==> config.mk <==
export PLATFORM = sky130hd
export DESIGN_NAME = adc_bus_port
export DESIGN_NICKNAME = d
export VERILOG_FILES = /design/src/rtl/adc_bus_pkg.sv /design/src/rtl/adc_bus_ctrl.sv /design/src/rtl/adc_bus_dp.sv /design/src/rtl/adc_bus_port.sv
export SDC_FILE = /design/constraint.sdc
export NUM_CORES = 1
export LEC_CHECK = 0
export ABC_AREA = 1
export BUFFER_PORTS_ARGS = -buffer_cell sky130_fd_sc_hd__buf_2
export CAP_MARGIN = 10
export CORE_MARGIN = 5
export CORE_UTILIZATION = 30
export CTS_CLUSTER_DIAMETER = 40
export DETAILED_ROUTE_END_ITERATION = 16
export HOLD_SLACK_MARGIN = 0.03
export PLACE_DENSITY = 0.58
export SKIP_CTS_REPAIR_TIMING = 1
export SKIP_LAST_GASP = 1
export SYNTH_ARGS = -nofsm -noshare
export SYNTH_HDL_FRONTEND = slang
export SYNTH_SLANG_ARGS = --single-unit
==> constraint.sdc <==
create_clock -name clk -period 1.3 [get_ports clk]
set_input_delay 0.13 -clock clk [delete_from_list [all_inputs] [get_ports clk]]
set_output_delay 0.13 -clock clk [all_outputs]
set_load 0.1 [all_outputs]
==> src/rtl/adc_bus_pkg.sv <==
package adc_bus_pkg;

  // Strobes passed from control to datapath
  typedef struct packed {
    logic startConv;  // a conversion is accepted this cycle
    logic loadLatch;  // capture the sample word this cycle
  } ctrlStrobe_t;

  // Width of a down counter that must hold values up to n-1
  function automatic int cntWidth(input int n);
    return (n > 1) ? $clog2(n) : 1;
  endfunction

endpackage

==> src/rtl/adc_bus_ctrl.sv <==
module adc_bus_ctrl
  import adc_bus_pkg::*;
#(
  parameter int CONV_CYCLES = 16
) (
  input  logic        clk,
  input  logic        rstN,
  input  logic        accessAct,
  input  logic        hiByteSel,
  output logic        busyN,
  output ctrlStrobe_t strobes
);

  localparam int CW = cntWidth(CONV_CYCLES);
  localparam logic [CW-1:0] CNT_LOAD = CW'(CONV_CYCLES - 1);

  logic          accessQ;
  logic          busyQ;
  logic [CW-1:0] remain;
  logic          accessEdge;
  logic          startReq;

  // Start only on the inactive-to-active transition of the strobe
  assign accessEdge = accessAct & ~accessQ;
  assign startReq   = accessEdge & ~hiByteSel;

  always_comb begin
    strobes           = '0;
    strobes.startConv = startReq & ~busyQ;
    strobes.loadLatch = busyQ & (remain == '0);
  end

  always_ff @(posedge clk) begin
    if (!rstN) begin
      accessQ <= 1'b0;
      busyQ   <= 1'b0;
      remain  <= '0;
    end else begin
      accessQ <= accessAct;
      if (strobes.startConv) begin
        busyQ  <= 1'b1;
        remain <= CNT_LOAD;
      end else if (strobes.loadLatch) begin
        busyQ  <= 1'b0;
      end else if (busyQ) begin
        remain <= remain - 1'b1;
      end
    end
  end

  assign busyN = ~busyQ;

endmodule

==> src/rtl/adc_bus_dp.sv <==
module adc_bus_dp
  import adc_bus_pkg::*;
#(
  parameter int DATA_W = 12,
  parameter int BYTE_W = 8
) (
  input  logic              clk,
  input  logic              rstN,
  input  ctrlStrobe_t       strobes,
  input  logic [DATA_W-1:0] sampleIn,
  input  logic              hiByteSel,
  input  logic              outEn,
  output logic [DATA_W-1:0] dataOut
);

  localparam int HI_W = DATA_W - BYTE_W;

  logic [DATA_W-1:0] resultQ;
  logic [DATA_W-1:0] laneVal;
  logic              startSeen;

  assign startSeen = strobes.startConv;

  always_ff @(posedge clk) begin
    if (!rstN) begin
      resultQ <= '0;
    end else if (strobes.loadLatch && !startSeen) begin
      resultQ <= sampleIn;
    end
  end

  // Per-lane multiplexer
  for (genvar g = 0; g < DATA_W; g++) begin : g_lane
    if (g >= BYTE_W) begin : g_top
      assign laneVal[g] = resultQ[g];
    end else if (g < HI_W) begin : g_fold
      assign laneVal[g] = hiByteSel ? resultQ[BYTE_W + g] : resultQ[g];
    end else begin : g_zero
      assign laneVal[g] = hiByteSel ? 1'b0 : resultQ[g];
    end
  end

  assign dataOut = outEn ? laneVal : '0;

endmodule

==> src/rtl/adc_bus_port.sv <==
module adc_bus_port
  import adc_bus_pkg::*;
#(
  parameter int DATA_W      = 12,
  parameter int BYTE_W      = 8,
  parameter int CONV_CYCLES = 16
) (
  input  logic              clk,
  input  logic              rstN,
  input  logic              selN,
  input  logic              rdN,
  input  logic              hiByteSel,
  input  logic [DATA_W-1:0] sampleIn,
  output logic              busyN,
  output logic              dataOe,
  output logic [DATA_W-1:0] dataOut
);

  ctrlStrobe_t strobes;
  logic        accessAct;

  assign accessAct = ~selN & ~rdN;
  assign dataOe    = accessAct;

  adc_bus_ctrl #(
    .CONV_CYCLES(CONV_CYCLES)
  ) u_ctrl (
    .clk      (clk),
    .rstN     (rstN),
    .accessAct(accessAct),
    .hiByteSel(hiByteSel),
    .busyN    (busyN),
    .strobes  (strobes)
  );

  adc_bus_dp #(
    .DATA_W(DATA_W),
    .BYTE_W(BYTE_W)
  ) u_dp (
    .clk      (clk),
    .rstN     (rstN),
    .strobes  (strobes),
    .sampleIn (sampleIn),
    .hiByteSel(hiByteSel),
    .outEn    (accessAct),
    .dataOut  (dataOut)
  );

endmodule

==> impl_results.html, run 1 <==
<table>
<tr><th>Metric</th><th>Value</th></tr>
<tr><th colspan="2">Clock network</th></tr>
<tr><td>CTS H-Tree Depth</td><td>1</td></tr>
<tr><td>Clock-pin slew reported for the worst setup and hold paths after clock tree synthesis</td><td>~0.10 ns</td></tr>
<tr><td>TritonCTS clock tree</td><td>yes</td></tr>
<tr><td>Library cell used as clock root buffer</td><td>clkbuf_4</td></tr>
<tr><td>TritonCTS buffer count</td><td>3</td></tr>
<tr><td>Clock insertion delay at the later pin of the skew report</td><td>just under 0.3 ns</td></tr>
<tr><td>Max Buffers Root-to-Sink</td><td>2</td></tr>
<tr><td>TritonCTS sink count</td><td>18</td></tr>
<tr><th colspan="2">Cells and area</th></tr>
<tr><td>Core utilization of the finished layout</td><td>51.4%</td></tr>
<tr><td>Fraction of layout instances using a drive strength above 1</td><td>approximately 50%</td></tr>
<tr><td>Area added between synthesis and finish</td><td>64.0%</td></tr>
<tr><td>Post-route insts no fill</td><td>185</td></tr>
<tr><td>Final layout net count</td><td>174</td></tr>
<tr><td>Total inserted antenna cells</td><td>0</td></tr>
<tr><td>Filler Cells Inserted</td><td>between 200 and 300</td></tr>
<tr><th colspan="2">Worst hold path</th></tr>
<tr><td>Hold path start</td><td>sampleIn[5]</td></tr>
<tr><td>Worst hold path stage count</td><td>3</td></tr>
<tr><td>Hold Crit Class</td><td>in2reg</td></tr>
<tr><th colspan="2">Route</th></tr>
<tr><td>First-iteration detailed-routing DRC count</td><td>23</td></tr>
<tr><td>Average wire per cell in the routed design</td><td>11.4 um</td></tr>
<tr><td>DR vias</td><td>839</td></tr>
<tr><td>Antenna Violating Nets Remaining</td><td>0</td></tr>
<tr><td>Remaining design rule violation count</td><td>0</td></tr>
<tr><td>Pre-antenna DRT Iters</td><td>5</td></tr>
<tr><td>Ratio of routed vias to standard cells</td><td>roughly 4.5</td></tr>
<tr><td>Total length of routed wires</td><td>between 2000 and 2500 um</td></tr>
<tr><th colspan="2">Timing</th></tr>
<tr><td>Part of the cycle the worst path needs</td><td>98.6%</td></tr>
<tr><td>Setup repair after global routing missed its margin</td><td>true</td></tr>
<tr><td>Count of endpoints failing setup in the final report</td><td>0</td></tr>
<tr><td>Final Critical Period</td><td>1.28 ns</td></tr>
<tr><td>Number of hold violations in the final report</td><td>0</td></tr>
<tr><td>Fmax</td><td>approximately 0.78 GHz</td></tr>
<tr><td>Slew headroom</td><td>79.9%</td></tr>
<tr><td>Clock Skew</td><td>0.00121 ns</td></tr>
<tr><td>Number of slew-limit violations in the final report</td><td>0</td></tr>
<tr><td>Actual slew at the worst max-slew pin</td><td>0.301 ns</td></tr>
<tr><th colspan="2">Critical path</th></tr>
<tr><td>Count of cells along the worst register-to-register path</td><td>8</td></tr>
<tr><td>Critical path launch point</td><td>u_dp.resultQ[11]</td></tr>
<tr><td>Startpoint of the worst-slack reg-to-reg timing path</td><td>u_ctrl.remain[0]</td></tr>
<tr><td>Required arrival time at the worst endpoint</td><td>1.17 ns</td></tr>
<tr><td>Biggest fanout along the worst timing path</td><td>3</td></tr>
<tr><td>Crit path launch type</td><td>flip-flop</td></tr>
<tr><td>Crit Path Category</td><td>reg2out</td></tr>
<tr><td>Crit. End Element</td><td>output port</td></tr>
<tr><td>Data arrival time at the worst-slack endpoint</td><td>~1.2 ns</td></tr>
<tr><th colspan="2">Yosys</th></tr>
<tr><td>Post-synth design cell area</td><td>between 800 and 900 um^2</td></tr>
<tr><td>Number of synthesized register bits</td><td>18</td></tr>
<tr><td>Number of warnings reported in the yosys synthesis log</td><td>0</td></tr>
<tr><td>Number of distinct library cells after synthesis</td><td>19</td></tr>
<tr><td>Sequential-to-total area share from yosys stat</td><td>42.1%</td></tr>
<tr><td>Mean post-synth cell area</td><td>7.13 um^2</td></tr>
<tr><td>Syn nets</td><td>139</td></tr>
<tr><td>Synth Instances</td><td>120</td></tr>
<tr><th colspan="2">Global routing</th></tr>
<tr><td>Initial antenna violation count</td><td>0</td></tr>
<tr><td>Pin count of the biggest net entering global routing</td><td>18</td></tr>
<tr><td>Total track usage</td><td>11.0%</td></tr>
<tr><td>Global route total overflow</td><td>0</td></tr>
<tr><td>First-pass GRT wire length</td><td>3590 um</td></tr>
<tr><td>Vias in the first global route</td><td>827</td></tr>
<tr><th colspan="2">Floorplan</th></tr>
<tr><td>Starting density of the core</td><td>31.3%</td></tr>
<tr><td>I/O pin total</td><td>31</td></tr>
<tr><td>Num rows</td><td>19</td></tr>
<tr><td>Horizontal die dimension</td><td>63.4 um</td></tr>
<tr><td>Total die area</td><td>4020 um^2</td></tr>
<tr><td>Die Y-Extent</td><td>63.4 um</td></tr>
<tr><td>Core Footprint</td><td>2730 um^2</td></tr>
<tr><th colspan="2">Run</th></tr>
<tr><td>Number of maximum-capacitance constraint violations</td><td>0</td></tr>
<tr><th colspan="2">Power and ir drop</th></tr>
<tr><td>Power per unit of standard cell area</td><td>938 nW/um^2</td></tr>
<tr><td>Total leakage power</td><td>0.000563 uW</td></tr>
<tr><td>Peak VDD IR</td><td>0.537 mV</td></tr>
<tr><th colspan="2">Status</th></tr>
<tr><td>Run status</td><td>finished, final reports clean</td></tr>
<tr><th colspan="2">Placed design</th></tr>
<tr><td>HPWL after detailed placement</td><td>1680 um</td></tr>
<tr><td>Placed Instances</td><td>180</td></tr>
<tr><td>Routability congestion estimate</td><td>0.796</td></tr>
<tr><td>Buffers on Ports</td><td>30</td></tr>
</table>
[flip-flops by register name, indices dropped and copies added (netlist names)]
signal	count
u_ctrl.busyQ	1
u_dp.resultQ	12
u_ctrl.accessQ	1
u_ctrl.remain	4
[where the power goes]
| part | total, uW | switching (uW) | leakage [uW] | internal [uW] |
|---|---|---|---|---|
| Clock | 342 | 172 | 0.0000210 | 170 |
| Sequential | 613 | 25.3 | 0.000150 | 587 |
| Combinational | 362 | 226 | 0.000392 | 136 |
| Total | 1320 | 423 | 0.000563 | 894 |
[stage by stage]
step	hold slack [ns]	total power [uW]	setup WS (ns)	cell area [um^2]	setup TNS, ns
6_report	0.0729	1320	0.0176	1400	0
3_3_place_gp	0.370	970	0.0513	1340	0
5_1_grt	0.0662	1400	-0.0339	1400	-0.113
3_5_place_dp	0.377	975	-0.0101	1340	-0.0101
4_1_cts	0.0720	1310	-0.0304	1370	-0.104
2_1_floorplan	0.252	862	-0.665	942	-6.75
[final timing paths]
path / endpoint / slack (ns)
worst max-delay path: dataOut[3] / 0.02
worst min register to register: u_dp.resultQ[1] / 0.50
worst min-delay path: u_dp.resultQ[5] / 0.07
worst max register to register: u_dp.resultQ[11] / 0.07
[cells in the mapped netlist]
cell | instances | area share, %
a211oi_1 | 3 | 2.6
a211oi_2 | 1 | 1.5
a21oi_1 | 6 | 3.5
buf_6 | 3 | 3.9
clkbuf_2 | 1 | 0.58
dfxtp_1 | 18 | 42
ha_1 | 2 | 2.9
inv_1 | 11 | 4.8
inv_2 | 2 | 0.88
nand2_1 | 11 | 4.8
nand2_2 | 2 | 1.5
nand2_4 | 1 | 1.3
nand3_1 | 2 | 1.2
nor2_1 | 41 | 18
nor2_2 | 1 | 0.73
o21ai_0 | 8 | 4.7
o21ai_1 | 5 | 2.9
o21ai_2 | 1 | 1.0
xor2_1 | 1 | 1.0
[critical path, stage by stage, from the launching register on]
cell and delay (ns):
dfxtp_2 0.34, inv_2 0.05, a211oi_4 0.27, buf_12 0.21
[metal layers]
| layer | track usage (%) | up-vias | part of all wire [%] |
|---|---|---|---|
| met4 | 3.12 | 0 | 0 |
| met5 | 0 | - | 0 |
| met1 | 13.0 | 370 | 42 |
| li1 | - | 443 | - |
| met3 | 3.55 | 0 | 7.0 |
| met2 | 18.8 | 26 | 51 |
[cell families (layout without fill, tap and decap cells)]
kind of cell	count (synthesis)	in the layout	share of synthesized area [%]
and+or+nand+nor	58	58	27.5
DFF	18	18	42.1
adders and majority gates	2	2	2.92
AOI/OAI and AO/OA	24	24	16.2
xor gates and xnor gates	1	1	1.02
buffers and inverters	17	51	10.2
[cell usage in the layout, fill, tap and decap left out, types with 4 or more instances in the layout]
cell type	synthesis	final
a211oi_4	0	4
a21oi_1	6	5
buf_12	0	15
buf_2	0	16
dfxtp_1	18	11
dfxtp_2	0	6
inv_2	2	8
nand2_1	11	11
nor2_1	41	32
nor2_2	1	9
o21ai_1	5	8
[cell type report]
cell class | instances | area [um^2] | area share [%]
Tap cell | 31 | 38.8 | 2.76
Inverter | 13 | 55.1 | 3.92
Clock buffer | 4 | 36.3 | 2.58
Timing Repair Buffer | 34 | 403 | 28.7
Sequential cell | 18 | 372 | 26.5
Multi-Input combinational cell | 85 | 499 | 35.6
No activity file was read; power rests on OpenSTA's default activity.
==> run 2: changes to the inputs <==
==> constraint.sdc (replaced) <==
create_clock -name clk -period 1.3 [get_ports clk]
set_input_delay 0.26 -clock clk [delete_from_list [all_inputs] [get_ports clk]]
set_output_delay 0.26 -clock clk [all_outputs]
set_load 0.1 [all_outputs]
==> impl_results.html, run 2 (synthesis gave the netlist of run 1 again) <==
<table>
<tr><th>Metric</th><th>Value</th></tr>
<tr><th colspan="2">Status</th></tr>
<tr><td>Run status</td><td>complete, but fails checks</td></tr>
<tr><td>Failing checks</td><td>negative setup slack</td></tr>
<tr><th colspan="2">Power and ir drop</th></tr>
<tr><td>Power per unit of standard cell area</td><td>865 nW/um^2 (-7.8%)</td></tr>
<tr><td>Total leakage power</td><td>0.000597 uW (+6.0%)</td></tr>
<tr><td>Pint</td><td>852 uW (-4.7%)</td></tr>
<tr><td>Peak VDD IR</td><td>0.706 mV (+31%)</td></tr>
<tr><td>Flop pwr share</td><td>48.3% (+1.8 points)</td></tr>
<tr><td>Sw power</td><td>422 uW (-0.16%)</td></tr>
<tr><td>Switching part of the total</td><td>33.1% (+1.0 points)</td></tr>
<tr><td>Final total power</td><td>1270 uW (-3.2%)</td></tr>
<tr><td>Gate power share</td><td>30.7% (+3.2 points)</td></tr>
<tr><td>Clock share of power</td><td>21.0% (-5.0 points)</td></tr>
<tr><th colspan="2">Critical path</th></tr>
<tr><td>Biggest fanout along the worst timing path</td><td>3 (unchanged)</td></tr>
<tr><td>Crit. End Element</td><td>output port</td></tr>
<tr><td>Worst-case register-to-register setup slack</td><td>0.08 ns (about the same)</td></tr>
<tr><td>Crit Path Category</td><td>reg2out</td></tr>
<tr><td>Required arrival time at the worst endpoint</td><td>1.04 ns (-0.13 ns)</td></tr>
<tr><td>Crit path launch type</td><td>flip-flop</td></tr>
<tr><td>Data arrival time at the worst-slack endpoint</td><td>1.15 ns (about the same)</td></tr>
<tr><th colspan="2">Clock network</th></tr>
<tr><td>TritonCTS buffer count</td><td>3 (unchanged)</td></tr>
<tr><td>Library cell used as clock root buffer</td><td>clkbuf_4</td></tr>
<tr><td>Clock-pin slew reported for the worst setup and hold paths after clock tree synthesis</td><td>0.09 ns (about the same)</td></tr>
<tr><td>CTS H-Tree Depth</td><td>1 (unchanged)</td></tr>
<tr><td>TritonCTS sink count</td><td>18 (unchanged)</td></tr>
<tr><td>TritonCTS clock tree</td><td>yes</td></tr>
<tr><td>Max Buffers Root-to-Sink</td><td>2 (unchanged)</td></tr>
<tr><td>Clock insertion delay at the later pin of the skew report</td><td>0.29 ns (about the same)</td></tr>
<tr><th colspan="2">Floorplan</th></tr>
<tr><td>Starting density of the core</td><td>31.3% (unchanged)</td></tr>
<tr><td>Core Footprint</td><td>2730 um^2 (unchanged)</td></tr>
<tr><td>Num rows</td><td>19 (unchanged)</td></tr>
<tr><td>Total die area</td><td>4020 um^2 (unchanged)</td></tr>
<tr><td>I/O pin total</td><td>31 (unchanged)</td></tr>
<tr><td>Horizontal die dimension</td><td>63.4 um (unchanged)</td></tr>
<tr><td>Die Y-Extent</td><td>63.4 um (unchanged)</td></tr>
<tr><th colspan="2">Cells and area</th></tr>
<tr><td>Commonest non-fill, non-tap cell in the layout</td><td>nor2_1</td></tr>
<tr><td>Max reg flops</td><td>12 (unchanged)</td></tr>
<tr><td>Total inserted antenna cells</td><td>0 (unchanged)</td></tr>
<tr><td>Final layout net count</td><td>180 (+3.4%)</td></tr>
<tr><td>Reg with most FFs</td><td>u_dp.resultQ</td></tr>
<tr><td>Filler Cells Inserted</td><td>264 (unchanged)</td></tr>
<tr><td>Fraction of layout instances using a drive strength above 1</td><td>56.6% (+6.6 points)</td></tr>
<tr><td>Top library cells by usage in the layout, fill and taps aside</td><td>nor2_1, buf_2, buf_12, dfxtp_2</td></tr>
<tr><td>Area added between synthesis and finish</td><td>72.1%</td></tr>
<tr><td>Largest registers</td><td>u_dp.resultQ x12, u_ctrl.remain x4</td></tr>
<tr><th colspan="2">Timing</th></tr>
<tr><td>Count of endpoints failing setup in the final report</td><td>4 (+4)</td></tr>
<tr><td>Final Critical Period</td><td>1.41 ns (+0.131 ns)</td></tr>
<tr><td>Number of slew-limit violations in the final report</td><td>0 (unchanged)</td></tr>
<tr><td>Number of hold violations in the final report</td><td>0 (unchanged)</td></tr>
<tr><td>Slew headroom</td><td>77.9% (-2.1 points)</td></tr>
<tr><td>Setup_tns</td><td>-0.334 ns (-0.334 ns)</td></tr>
<tr><td>Actual slew at the worst max-slew pin</td><td>0.332 ns (+0.0310 ns)</td></tr>
<tr><td>Fmax</td><td>0.707 GHz (-9.3%)</td></tr>
<tr><td>Part of the cycle the worst path needs</td><td>109% (+10 points)</td></tr>
<tr><td>Setup repair after global routing missed its margin</td><td>true</td></tr>
<tr><td>WHS</td><td>0.203 ns (+0.130 ns)</td></tr>
<tr><td>Fin worst setup slack</td><td>-0.114 ns (-0.131 ns)</td></tr>
<tr><td>Clock Skew</td><td>0.00309 ns (+0.00187 ns)</td></tr>
<tr><th colspan="2">Route</th></tr>
<tr><td>Antenna Violating Nets Remaining</td><td>0 (unchanged)</td></tr>
<tr><td>Total length of routed wires</td><td>2310 um (+9.8%)</td></tr>
<tr><td>Average wire per cell in the routed design</td><td>12.1 um (+6.9%)</td></tr>
<tr><td>DR vias</td><td>891 (+6.2%)</td></tr>
<tr><td>Pre-antenna DRT Iters</td><td>4 (-1)</td></tr>
<tr><td>Ratio of routed vias to standard cells</td><td>4.69 (+3.4%)</td></tr>
<tr><td>First-iteration detailed-routing DRC count</td><td>26 (+13%)</td></tr>
<tr><td>Remaining design rule violation count</td><td>0 (unchanged)</td></tr>
<tr><th colspan="2">Placed design</th></tr>
<tr><td>HPWL after detailed placement</td><td>1790 um (+6.5%)</td></tr>
<tr><td>Routability congestion estimate</td><td>0.861 (+8.1%)</td></tr>
<tr><td>Buffers on Ports</td><td>30 (unchanged)</td></tr>
<tr><th colspan="2">Global routing</th></tr>
<tr><td>Vias in the first global route</td><td>900 (+8.8%)</td></tr>
<tr><td>Total track usage</td><td>12.2% (+1.3 points)</td></tr>
<tr><td>First-pass GRT wire length</td><td>4080 um (+13%)</td></tr>
<tr><td>Initial antenna violation count</td><td>0 (unchanged)</td></tr>
<tr><td>Pin count of the biggest net entering global routing</td><td>18 (unchanged)</td></tr>
<tr><td>Global route total overflow</td><td>0 (unchanged)</td></tr>
<tr><th colspan="2">Run</th></tr>
<tr><td>Number of maximum-capacitance constraint violations</td><td>0 (unchanged)</td></tr>
<tr><th colspan="2">Worst hold path</th></tr>
<tr><td>Hold Crit Class</td><td>in2reg</td></tr>
</table>
-- run 2: worst paths after layout --
| kind | startpoint | cells after the start | to |
|---|---|---|---|
| max | u_dp.resultQ[11] | 3 | dataOut[3] |
| min | sampleIn[3] | 3 | u_dp.resultQ[3] |
| max reg2reg | u_ctrl.remain[0] | 8 | u_dp.resultQ[0] |
| min reg2reg | u_ctrl.remain[1] | 2 | u_ctrl.remain[1] |
-- run 2: cell type report --
type                            count  area [um^2]  area share (%)
Clock buffer                        3         22.5            1.53
Multi-Input combinational cell     85          513            34.8
Timing Repair Buffer               40          464            31.5
Inverter                           13         58.8            3.99
Sequential cell                    18          375            25.5
Tap cell                           31         38.8            2.63
-- run 2: through the flow --
step | setup WS (ns) | area (um^2) | cells | utilization, %
3_3_place_gp | -0.0433 | 1350 | 182 | 49.5
3_5_place_dp | -0.0872 | 1350 | 182 | 49.5
5_1_grt | -0.160 | 1470 | 190 | 53.9
2_1_floorplan | -0.925 | 931 | 120 | -
6_report | -0.114 | 1470 | 190 | 53.9
4_1_cts | -0.185 | 1380 | 185 | 50.3
-- run 2: critical path, cell delays in order (launching register included) --
cell and delay, ns:
dfxtp_2 0.35, inv_4 0.05, a211oi_4 0.27, buf_12 0.21
-- run 2: power groups by stage --
stage               clock network (uW)  registers, uW  logic (uW)
floorplan                            0            615         243
global placement                     0            618         353
detailed placement                   0            618         364
CTS                                286            606         365
global route                       306            619         428
finish                             268            615         391
-- run 2: routing by layer --
metal | track usage (%) | up-vias | share of wire [%]
met5 | 0 | - | 0
met4 | 3.64 | 0 | 1.2
met3 | 5.15 | 4 | 7.2
met2 | 20.7 | 30 | 51
met1 | 13.9 | 405 | 40
li1 | - | 452 | -
==> run 3: changes to the inputs <==
--- a/config.mk
+++ b/config.mk
@@ -13,7 +13,7 @@
 export CTS_CLUSTER_DIAMETER = 40
 export DETAILED_ROUTE_END_ITERATION = 16
 export HOLD_SLACK_MARGIN = 0.03
-export PLACE_DENSITY = 0.58
+export PLACE_DENSITY = 0.6
 export SKIP_CTS_REPAIR_TIMING = 1
 export SKIP_LAST_GASP = 1
 export SYNTH_ARGS = -nofsm -noshare
==> constraint.sdc (replaced) <==
create_clock -name clk -period 1.25 [get_ports clk]
set_input_delay 0.25 -clock clk [delete_from_list [all_inputs] [get_ports clk]]
set_output_delay 0.25 -clock clk [all_outputs]
set_load 0.1 [all_outputs]
==> impl_results.html, run 3 (synthesis gave the netlist of run 1 again) <==
<table>
<tr><th>Metric</th><th>Value</th></tr>
<tr><th colspan="2">Clock network</th></tr>
<tr><td>Clock insertion delay at the later pin of the skew report</td><td>0.30 ns (about the same)</td></tr>
<tr><td>Max Buffers Root-to-Sink</td><td>2 (unchanged)</td></tr>
<tr><td>Clock-pin slew reported for the worst setup and hold paths after clock tree synthesis</td><td>0.10 ns (about the same)</td></tr>
<tr><td>TritonCTS clock tree</td><td>yes</td></tr>
<tr><td>Library cell used as clock root buffer</td><td>clkbuf_4</td></tr>
<tr><td>CTS H-Tree Depth</td><td>1 (unchanged)</td></tr>
<tr><td>TritonCTS sink count</td><td>18 (unchanged)</td></tr>
<tr><td>TritonCTS buffer count</td><td>3 (unchanged)</td></tr>
<tr><th colspan="2">Critical path</th></tr>
<tr><td>Required arrival time at the worst endpoint</td><td>1.00 ns (-0.04 ns)</td></tr>
<tr><td>Worst-case register-to-register setup slack</td><td>0.07 ns (about the same)</td></tr>
<tr><td>Crit. End Element</td><td>output port</td></tr>
<tr><td>Crit Path Category</td><td>reg2out</td></tr>
<tr><td>Crit path launch type</td><td>flip-flop</td></tr>
<tr><td>Data arrival time at the worst-slack endpoint</td><td>1.17 ns (+0.02 ns)</td></tr>
<tr><td>Biggest fanout along the worst timing path</td><td>3 (unchanged)</td></tr>
<tr><th colspan="2">Power and ir drop</th></tr>
<tr><td>Total leakage power</td><td>0.000615 uW (+3.1%)</td></tr>
<tr><td>Peak VDD IR</td><td>0.582 mV (-18%)</td></tr>
<tr><td>Power per unit of standard cell area</td><td>928 nW/um^2 (+7.3%)</td></tr>
<tr><th colspan="2">Route</th></tr>
<tr><td>First-iteration detailed-routing DRC count</td><td>39 (+50%)</td></tr>
<tr><td>Remaining design rule violation count</td><td>0 (unchanged)</td></tr>
<tr><td>Antenna Violating Nets Remaining</td><td>0 (unchanged)</td></tr>
<tr><td>Ratio of routed vias to standard cells</td><td>4.76 (+1.6%)</td></tr>
<tr><td>Pre-antenna DRT Iters</td><td>4 (unchanged)</td></tr>
<tr><td>Average wire per cell in the routed design</td><td>12.4 um (+2.2%)</td></tr>
<tr><td>DR vias</td><td>910 (+2.1%)</td></tr>
<tr><td>Total length of routed wires</td><td>2370 um (+2.7%)</td></tr>
<tr><th colspan="2">Floorplan</th></tr>
<tr><td>Total die area</td><td>4020 um^2 (unchanged)</td></tr>
<tr><td>Core Footprint</td><td>2730 um^2 (unchanged)</td></tr>
<tr><td>Num rows</td><td>19 (unchanged)</td></tr>
<tr><td>Horizontal die dimension</td><td>63.4 um (unchanged)</td></tr>
<tr><td>I/O pin total</td><td>31 (unchanged)</td></tr>
<tr><td>Starting density of the core</td><td>31.3% (unchanged)</td></tr>
<tr><td>Die Y-Extent</td><td>63.4 um (unchanged)</td></tr>
<tr><th colspan="2">Placed design</th></tr>
<tr><td>Routability congestion estimate</td><td>0.863 (+0.19%)</td></tr>
<tr><td>Buffers on Ports</td><td>30 (unchanged)</td></tr>
<tr><td>HPWL after detailed placement</td><td>1800 um (+0.49%)</td></tr>
<tr><th colspan="2">Timing</th></tr>
<tr><td>Fin worst setup slack</td><td>-0.174 ns (-0.0603 ns)</td></tr>
<tr><td>WHS</td><td>0.179 ns (-0.0241 ns)</td></tr>
<tr><td>Part of the cycle the worst path needs</td><td>114%</td></tr>
<tr><td>Number of hold violations in the final report</td><td>0 (unchanged)</td></tr>
<tr><td>Setup_tns</td><td>-0.695 ns (-0.361 ns)</td></tr>
<tr><td>Clock Skew</td><td>0.00110 ns (-0.00199 ns)</td></tr>
<tr><td>Fmax</td><td>0.702 GHz</td></tr>
<tr><td>Number of slew-limit violations in the final report</td><td>0 (unchanged)</td></tr>
<tr><td>Setup repair after global routing missed its margin</td><td>true</td></tr>
<tr><td>Slew headroom</td><td>78.0% (+0.11 points)</td></tr>
<tr><td>Actual slew at the worst max-slew pin</td><td>0.330 ns (-0.00169 ns)</td></tr>
<tr><td>Final Critical Period</td><td>1.42 ns</td></tr>
<tr><td>Count of endpoints failing setup in the final report</td><td>8 (+4)</td></tr>
<tr><th colspan="2">Global routing</th></tr>
<tr><td>Initial antenna violation count</td><td>0 (unchanged)</td></tr>
<tr><td>Global route total overflow</td><td>0 (unchanged)</td></tr>
<tr><td>Pin count of the biggest net entering global routing</td><td>18 (unchanged)</td></tr>
<tr><td>First-pass GRT wire length</td><td>3990 um (-2.2%)</td></tr>
<tr><td>Total track usage</td><td>12.5% (+0.22 points)</td></tr>
<tr><td>Vias in the first global route</td><td>876 (-2.7%)</td></tr>
<tr><th colspan="2">Cells and area</th></tr>
<tr><td>Fraction of layout instances using a drive strength above 1</td><td>60.6% (+4.0 points)</td></tr>
<tr><td>Area added between synthesis and finish</td><td>81.0%</td></tr>
<tr><td>Largest registers</td><td>u_dp.resultQ x12, u_ctrl.remain x4</td></tr>
<tr><td>Reg with most FFs</td><td>u_dp.resultQ</td></tr>
<tr><td>Top library cells by usage in the layout, fill and taps aside</td><td>nor2_1, buf_12, buf_2, dfxtp_2, o21ai_1</td></tr>
<tr><td>Commonest non-fill, non-tap cell in the layout</td><td>nor2_1</td></tr>
<tr><td>Max reg flops</td><td>12 (unchanged)</td></tr>
<tr><td>Total inserted antenna cells</td><td>0 (unchanged)</td></tr>
<tr><td>Final layout net count</td><td>180 (unchanged)</td></tr>
<tr><th colspan="2">Run</th></tr>
<tr><td>Number of maximum-capacitance constraint violations</td><td>0 (unchanged)</td></tr>
<tr><th colspan="2">Worst hold path</th></tr>
<tr><td>Hold Crit Class</td><td>in2reg</td></tr>
<tr><th colspan="2">Status</th></tr>
<tr><td>Run status</td><td>complete, but fails checks</td></tr>
<tr><td>Failing checks</td><td>negative setup slack</td></tr>
</table>
[run 3: worst max-delay path: stages, from the launching register on]
cell and delay [ns]:
dfxtp_2 0.35, inv_4 0.05, a211oi_4 0.26, buf_12 0.21
[run 3: area by class of cell]
type / instances / area (um^2)
Fill cell: 258 / 1180
Multi-Input combinational cell: 85 / 562
Timing Repair Buffer: 40 / 473
Sequential cell: 18 / 379
Inverter: 13 / 60.1
Tap cell: 31 / 38.8
Clock buffer: 4 / 36.3
[run 3: path summary, 6_finish.rpt]
check | from | cells after the start | endpoint
setup / recovery | u_dp.resultQ[11] | 3 | dataOut[3]
hold / removal | sampleIn[3] | 3 | u_dp.resultQ[3]
setup reg to reg | u_ctrl.remain[0] | 9 | u_ctrl.remain[0]
hold reg to reg | u_ctrl.remain[1] | 2 | u_ctrl.remain[1]
[run 3: through the flow]
| step | total power, uW | util [%] | setup WS (ns) | cell area, um^2 | cells |
|---|---|---|---|---|---|
| after floorplan | 897 | - | -0.955 | 942 | 120 |
| after global placement | 1030 | 50.9 | -0.0751 | 1390 | 184 |
| after detailed placement | 1040 | 50.9 | -0.0878 | 1390 | 184 |
| after CTS | 1410 | 52.3 | -0.217 | 1430 | 188 |
| after global routing | 1530 | 56.7 | -0.238 | 1550 | 191 |
| final | 1440 | 56.7 | -0.174 | 1550 | 191 |
[run 3: metal layers]
layer | routed length (um) | GRT usage, % | vias to the layer above
met5 | 0 | 0 | -
met4 | 48 | 6.75 | 0
met3 | 159 | 4.44 | 5
met2 | 1200 | 19.4 | 26
met1 | 965 | 14.8 | 423
li1 | - | - | 456
[run 3: power breakdown]
part	internal, uW	switching, uW
Sequential	613	27.6
Combinational	174	261
Clock	178	184
Total	965	472
